==> src/rtl/thr_pkg.sv <==
package thr_pkg;
    localparam int THR_W       = 6;
    localparam int CT_ENTRIES  = 20;
    localparam int CT_W        = $clog2(CT_ENTRIES + 1);
    localparam int PERSIST_CYC = 16;
    localparam logic [THR_W-1:0] DEF_MISS_LIM = 6'd4;
    localparam logic [THR_W-1:0] DEF_CT_LIM   = 6'd12;

    typedef enum logic [1:0] {
        ACT_NONE    = 2'd0,
        ACT_PRIO    = 2'd1,
        ACT_INHIBIT = 2'd2,
        ACT_HOLD    = 2'd3
    } act_e;

    typedef struct packed {
        logic valid;
        logic tid;
    } pick_t;
endpackage

==> src/rtl/thr_cfg_regs.sv <==
module thr_cfg_regs
    import thr_pkg::*;
#(
    parameter int               W        = THR_W,
    parameter logic [W-1:0]     MISS_RST = DEF_MISS_LIM,
    parameter logic [W-1:0]     CT_RST   = DEF_CT_LIM
) (
    input  logic         clk,
    input  logic         rst,
    input  logic         we,
    input  logic         sel,
    input  logic [W-1:0] wdata,
    output logic [W-1:0] miss_lim,
    output logic [W-1:0] ct_lim
);
    always_ff @(posedge clk) begin
        if (rst) begin
            miss_lim <= MISS_RST;
            ct_lim   <= CT_RST;
        end else if (we) begin
            if (sel) ct_lim   <= wdata;
            else     miss_lim <= wdata;
        end
    end
endmodule

==> src/rtl/thr_miss_counter.sv <==
module thr_miss_counter
    import thr_pkg::*;
#(
    parameter int W = THR_W
) (
    input  logic         clk,
    input  logic         rst,
    input  logic         inc,
    input  logic         dec,
    output logic [W-1:0] cnt
);
    localparam logic [W-1:0] FULL = '1;

    always_ff @(posedge clk) begin
        if (rst) begin
            cnt <= '0;
        end else begin
            unique case ({inc, dec})
                2'b10:   if (cnt != FULL) cnt <= cnt + 1'b1;
                2'b01:   if (cnt != '0)   cnt <= cnt - 1'b1;
                default: ;
            endcase
        end
    end


    balanced_events_chk: assert property (@(posedge clk) disable iff (rst)
        (inc == dec) |=> $stable(cnt));


    saturate_top_chk: assert property (@(posedge clk) disable iff (rst)
        (cnt == FULL && inc && !dec) |=> (cnt == FULL));
endmodule

==> src/rtl/thr_arbiter.sv <==
module thr_arbiter
    import thr_pkg::*;
#(
    parameter int W       = THR_W,
    parameter int PERSIST = PERSIST_CYC
) (
    input  logic         clk,
    input  logic         rst,
    input  logic [1:0]   over_miss,
    input  logic [1:0]   over_ct,
    input  logic [W-1:0] ct0,
    input  logic [W-1:0] ct1,
    output logic [1:0]   prio_down,
    output logic [1:0]   decode_block,
    output logic [1:0]   flush_pulse,
    output logic [1:0]   dispatch_hold
);
    localparam int AGE_W = $clog2(PERSIST + 1);
    localparam logic [AGE_W-1:0] AGE_MAX = AGE_W'(PERSIST);

    logic [1:0]       cong;
    pick_t            pick;
    logic             same_tid;
    logic             hold_cont;
    logic             hold_d;
    logic             flush_d;
    logic [AGE_W-1:0] age_q, age_d;
    act_e             act_d, act_q;
    logic             tid_q;
    logic             flush_q;

    assign cong = over_miss | over_ct;

    // Choice of the thread to throttle: heavier completion-table user, tie to thread 1
    always_comb begin
        pick = '0;
        if (cong[0] && cong[1]) begin
            pick.valid = 1'b1;
            pick.tid   = (ct0 > ct1) ? 1'b0 : 1'b1;
        end else if (cong[0]) begin
            pick.valid = 1'b1;
            pick.tid   = 1'b0;
        end else if (cong[1]) begin
            pick.valid = 1'b1;
            pick.tid   = 1'b1;
        end
    end

    assign same_tid  = pick.valid && (act_q != ACT_NONE) && (tid_q == pick.tid);
    assign hold_cont = same_tid && (act_q == ACT_HOLD);
    assign hold_d    = pick.valid &&
                       ((over_miss[pick.tid] && over_ct[pick.tid]) || hold_cont);
    assign flush_d   = hold_d && !hold_cont;

    always_comb begin
        if (!pick.valid)          age_d = '0;
        else if (!same_tid)       age_d = AGE_W'(1);
        else if (age_q >= AGE_MAX) age_d = AGE_MAX;
        else                      age_d = age_q + 1'b1;
    end

    always_comb begin
        if (hold_d)                act_d = ACT_HOLD;
        else if (age_d >= AGE_MAX) act_d = ACT_INHIBIT;
        else if (pick.valid)       act_d = ACT_PRIO;
        else                       act_d = ACT_NONE;
    end

    always_ff @(posedge clk) begin
        if (rst) begin
            act_q   <= ACT_NONE;
            tid_q   <= 1'b0;
            flush_q <= 1'b0;
            age_q   <= '0;
        end else begin
            act_q   <= act_d;
            tid_q   <= pick.tid;
            flush_q <= flush_d;
            age_q   <= age_d;
        end
    end

    // Per-thread output decode from the registered action
    for (genvar t = 0; t < 2; t++) begin : g_out
        logic mine;
        assign mine             = (tid_q == 1'(t));
        assign prio_down[t]     = mine && (act_q == ACT_PRIO);
        assign decode_block[t]  = mine && (act_q == ACT_INHIBIT);
        assign dispatch_hold[t] = mine && (act_q == ACT_HOLD);
        assign flush_pulse[t]   = mine && flush_q;


        flush_single_chk: assert property (@(posedge clk) disable iff (rst)
            flush_pulse[t] |=> !flush_pulse[t]);


        flush_with_hold_chk: assert property (@(posedge clk) disable iff (rst)
            flush_pulse[t] |-> dispatch_hold[t]);


        one_level_chk: assert property (@(posedge clk) disable iff (rst)
            $onehot0({prio_down[t], decode_block[t], dispatch_hold[t]}));


        inhibit_after_prio_chk: assert property (@(posedge clk) disable iff (rst)
            $rose(decode_block[t]) |-> $past(prio_down[t]));


        hold_sticky_chk: assert property (@(posedge clk) disable iff (rst)
            (dispatch_hold[t] && cong[t] && !cong[1-t]) |=> dispatch_hold[t]);
    end


    idle_clears_chk: assert property (@(posedge clk) disable iff (rst)
        (cong == 2'b00) |=> (prio_down == 2'b00 && decode_block == 2'b00 &&
                             flush_pulse == 2'b00 && dispatch_hold == 2'b00));
endmodule

==> src/rtl/smt_throttle.sv <==
module smt_throttle
    import thr_pkg::*;
#(
    parameter int W       = THR_W,
    parameter int CW      = CT_W,
    parameter int PERSIST = PERSIST_CYC
) (
    input  logic          clk,
    input  logic          rst,
    input  logic [1:0]    miss_inc,
    input  logic [1:0]    miss_dec,
    input  logic [CW-1:0] ct_used0,
    input  logic [CW-1:0] ct_used1,
    input  logic          cfg_we,
    input  logic          cfg_sel,
    input  logic [W-1:0]  cfg_wdata,
    output logic [1:0]    prio_down,
    output logic [1:0]    decode_block,
    output logic [1:0]    flush_pulse,
    output logic [1:0]    dispatch_hold
);
    logic [W-1:0] miss_lim, ct_lim;
    logic [W-1:0] miss_cnt [2];
    logic [W-1:0] ct_ext   [2];
    logic [1:0]   over_miss, over_ct;

    assign ct_ext[0] = W'(ct_used0);
    assign ct_ext[1] = W'(ct_used1);

    thr_cfg_regs #(.W(W)) u_cfg (
        .clk      (clk),
        .rst      (rst),
        .we       (cfg_we),
        .sel      (cfg_sel),
        .wdata    (cfg_wdata),
        .miss_lim (miss_lim),
        .ct_lim   (ct_lim)
    );

    for (genvar t = 0; t < 2; t++) begin : g_thr
        thr_miss_counter #(.W(W)) u_miss (
            .clk (clk),
            .rst (rst),
            .inc (miss_inc[t]),
            .dec (miss_dec[t]),
            .cnt (miss_cnt[t])
        );
        assign over_miss[t] = (miss_cnt[t] >= miss_lim);
        assign over_ct[t]   = (ct_ext[t]   >= ct_lim);
    end

    thr_arbiter #(.W(W), .PERSIST(PERSIST)) u_arb (
        .clk           (clk),
        .rst           (rst),
        .over_miss     (over_miss),
        .over_ct       (over_ct),
        .ct0           (ct_ext[0]),
        .ct1           (ct_ext[1]),
        .prio_down     (prio_down),
        .decode_block  (decode_block),
        .flush_pulse   (flush_pulse),
        .dispatch_hold (dispatch_hold)
    );


    single_victim_chk: assert property (@(posedge clk) disable iff (rst)
        !((prio_down[0] | decode_block[0] | dispatch_hold[0]) &&
          (prio_down[1] | decode_block[1] | dispatch_hold[1])));
endmodule

==> config.mk <==
export PLATFORM = sky130hd
export DESIGN_NAME = smt_throttle
export DESIGN_NICKNAME = d
export VERILOG_FILES = /design/src/rtl/thr_pkg.sv /design/src/rtl/thr_cfg_regs.sv /design/src/rtl/thr_miss_counter.sv /design/src/rtl/thr_arbiter.sv /design/src/rtl/smt_throttle.sv
export SDC_FILE = /design/constraint.sdc
export NUM_CORES = 1
export LEC_CHECK = 0
export BUFFER_PORTS_ARGS = -buffer_cell sky130_fd_sc_hd__buf_2
export CAP_MARGIN = 20
export CORE_AREA = 2 2 71 73
export CTS_BUF_LIST = sky130_fd_sc_hd__clkbuf_8 sky130_fd_sc_hd__clkbuf_16
export DETAILED_ROUTE_END_ITERATION = 12
export DIE_AREA = 0 0 73 75
export PLACE_DENSITY = 0.85
export SYNTH_ARGS = -nofsm -noshare
export SYNTH_HDL_FRONTEND = slang
export SYNTH_SLANG_ARGS = --single-unit
==> constraint.sdc <==
create_clock -name clk -period 4.1 [get_ports clk]
set_input_delay 0.41 -clock clk [delete_from_list [all_inputs] [get_ports clk]]
set_output_delay 0.41 -clock clk [all_outputs]
set_load 0.01 [all_outputs]
==> results.md <==
* Multi-input gate area at 1730 µm²
* Total congestion overflow at 0
* Average size of a mapped cell at approximately 8.5 µm²
* Slowest Stage Delay on Critical Path at roughly 0.36 ns
* Rows at 25
* Worst Skew at slightly above 0.004 ns
* Clk network pwr share at 0.228
* Hold Crit Depth at 3
* Endpoints failing setup at 0
* Port bufs at 31
* Internal power at roughly 0.00067 W
* Via-to-Cell Ratio at roughly 5.5
* Synthesis-to-layout area growth at 11.4%
* Cell at the root of the clock tree: clkbuf_8
* Reg2reg start: u_cfg.miss_lim[4]
* Seq pwr share at 0.387
* First drt pass iteration count at 4
* R2r worst-path depth at 8
* Post-synthesis register bit count at 33
* Post-route setup TNS at 0 ns
* R2R Path End: u_arb.act_q[1]
* Psw at between 0.0003 and 0.0004 W
* Routed len/inst at between 10 and 15 µm
* Initial Utilization at 0.545
* Post-CTS Resized at 0
* Fin crit share at 0.525
* Later-pin clock latency in the skew report at 0.28 ns
* Die ar. at around 5500 µm²
* Min-Delay Startpoint: cfg_wdata[2]
* Crit Path Category: flip-flop to flip-flop
* Post-synth cell types at around 50
* # hold bufs at CTS at 0
* HP Class: input pin to flip-flop
* Sw frac at 0.364
* Clk buf depth at 2
* Critical-path cell list: inv_1 > ha_1 > a21o_1 > a21o_1 > a221o_1 > a21oi_2 > nor2_2 > o41ai_2
* Cells after Synth at 300
* Max Fclk at between 400 and 500 MHz
* Nets@finish at 400
* Slew headroom at 0.559
* VDD IR-drop max at roughly 0.17 mV
* Clk slew on worst S/H paths at 0.06 ns
* Core Footprint at approximately 4700 µm²
* Antenna Nets Post-Route at 0
* Critical Path Slowest Stage Cell: a221o_1
* Tot Pwr at roughly 0.0011 W
* Max_cap viols at 0
* Final slew viol count at 0
* Ant. Diodes at 0
* Die Y at approximately 75 µm
* H-tree depth at 2
* Layout cells sized above 1 at 0.147
* Post-route DRC at 0
* Initial antenna violation count at 0
* Main synth FF type: dfxtp_1
* Post-CTS Setup Bufs at 0
* Post-DP HPWL at between 4000 and 5000 µm
* GPL Wtd Cong at roughly 0.88
* Fill cells at 400
* WHS Endpoint: u_cfg.miss_lim[2]
* Critical Path Source Type: flip-flop
* R2r setup slk at between 1.5 and 2 ns
* Minimum clock period at approximately 2.2 ns
* Worst setup EP type: flip-flop
* Ys Warns at 0
* Post-Syn Nets at roughly 370
* Via Count at about 2100
* Crit Path Max Fanout at 6
* Combinational cell fraction of total power at 0.385
* Starting DRT DRC Count at 98
* CP most frequent cell: a21o_1
* CTS buffer count at 5
* Final wirelength at about 5000 µm
* Unrepaired setup endpoints after global routing: false
* Synthesized cell area at ~2500 µm²
* WP data required at between 4 and 5 ns
* GRT Util Overall at 0.202
* CP Data Arrival Time at 2.35 ns
* TritonCTS Sinks at 33
* Width of the chip at about 73 µm
* Largest net degree at the start of global routing at 31
* Vias in the first global route at about 2000
* Worst-Margin Slew at between 0.6 and 0.7 ns
* Seq/Total Area, Yosys at 0.260
* Storage cell area at approximately 660 µm²
* First-pass GRT wire length at between 8000 and 9000 µm
* LEAKAGE at about 1.4 nW
* Post-synth EDFFs at 0
* Status: complete, no violations
* Ys async rst share at 0
* I/O pin total at 32
* Pwr/cell area at approximately 370 nW/µm²
* TritonCTS clock tree: built
* Final Hold Fails at 0
[layer usage]
| metal | wire [µm] | GRT usage | part of all wire | vias to the layer above |
|---|---|---|---|---|
| li1 | - | - | - | 1120 |
| met5 | 0 | 0 | 0 | - |
| met4 | 53 | 0.0494 | 0.011 | 0 |
| met3 | 194 | 0.0442 | 0.039 | 5 |
| met1 | 2200 | 0.234 | 0.44 | 975 |
| met2 | 2550 | 0.379 | 0.51 | 37 |
[cell families after synthesis]
logic type,after synthesis,synth area share
simple gates,100,0.199
compound gates,63,0.187
fa+ha+maj,43,0.218
buf+inv,40,0.0596
flops,33,0.260
xor+xnor,13,0.0448
mux,8,0.0315
[worst max path at each step]
stage | depth (start not counted) | startpoint | endpoint | slack (ns)
finish | 8 | u_cfg.miss_lim[4] | u_arb.act_q[1] | 1.95
detailed placement | 9 | ct_used1[0] | u_arb.act_q[1] | 1.80
global placement | 8 | ct_used1[3] | u_arb.act_q[1] | 1.89
floorplan | 8 | ct_used1[0] | u_arb.act_q[1] | 2.08
global route | 8 | g_thr[1].u_miss.cnt[0] | u_arb.act_q[1] | 1.79
CTS | 8 | u_cfg.miss_lim[4] | u_arb.act_q[1] | 1.95
[sequential cells by signal, summed over array words and instances (netlist names)]
register	cells
u_arb.g_out.mine	1
u_arb.age_q	5
u_cfg.miss_lim	6
u_arb.act_q	2
g_thr.u_miss.cnt	12
u_cfg.ct_lim	6
u_arb.flush_q	1
[area by class of cell]
cell class	count	share of cell area
clock buffers	6	0.0292
clock inverters	1	0.00133
inverters	35	0.0464
multi-input cells	227	0.611
flip-flops and latches	33	0.234
well taps	54	0.0239
repair buffers	31	0.0548
[critical path: cells and delay by family, from the launching register on]
family | cells | cell delay [ns]
AOI/OAI and AO/OA | 5 | 1.26
DFF | 1 | 0.33
and+or+nand+nor | 1 | 0.09
adders and majority gates | 1 | 0.31
buffers and inverters | 1 | 0.07
[cells in the mapped netlist, types with 4 or more instances]
cell type | count | share of area
a21o_1 | 7 | 0.021
a21oi_1 | 21 | 0.041
and3_1 | 4 | 0.0099
clkbuf_1 | 4 | 0.0059
dfxtp_1 | 33 | 0.26
ha_1 | 41 | 0.20
inv_1 | 35 | 0.052
mux2i_1 | 8 | 0.032
nand2_1 | 9 | 0.013
nand2b_1 | 6 | 0.015
nand3_1 | 10 | 0.020
nand4_1 | 5 | 0.012
nor2_1 | 42 | 0.062
nor2b_1 | 4 | 0.0099
nor3_1 | 4 | 0.0079
o21ai_0 | 4 | 0.0079
o21ai_1 | 6 | 0.012
xnor2_1 | 10 | 0.034
[per-stage QoR]
stage	setup slack (ns)	hold WS (ns)	utilization	std cells	cell area, µm²
after floorplan	2.08	0.435	-	300	2540
after global placement	1.89	0.447	0.588	380	2740
after detailed placement	1.80	0.456	0.588	380	2740
after CTS	1.95	0.372	0.607	387	2830
after global routing	1.79	0.378	0.607	387	2830
final	1.95	0.376	0.607	387	2830
[power groups by stage]
stage          logic, W  registers [W]  clock network (W)
6_report       0.000406       0.000409           0.000241
3_3_place_gp   0.000384       0.000412                  0
3_5_place_dp   0.000403       0.000415                  0
5_1_grt        0.000465       0.000416           0.000260
2_1_floorplan  0.000326       0.000397                  0
4_1_cts        0.000408       0.000408           0.000245
[layout by cell type, fill, tap and decap left out, types with 2 or more instances in the layout]
cell type   n
mux2i_1     8
nand2_1     9
nor2b_1     4
xor2_1      3
clkbuf_8    6
nor3_1      4
a21o_1      7
ha_1       41
nand3b_1    2
a211oi_1    3
a211o_1     2
o21ai_1     6
nor4b_1     2
fa_1        2
nor3b_1     3
a21oi_1    21
o21ai_0     4
inv_1      36
o211ai_1    3
nor2_1     42
nor4_1      2
and3_1      4
o21ai_2     2
nand3_1    10
a31oi_1     2
xnor2_1    10
dfxtp_1    33
nand4_1     5
or3_1       2
nand2b_1    6
buf_2      31
(Power assumes the default switching activity.)
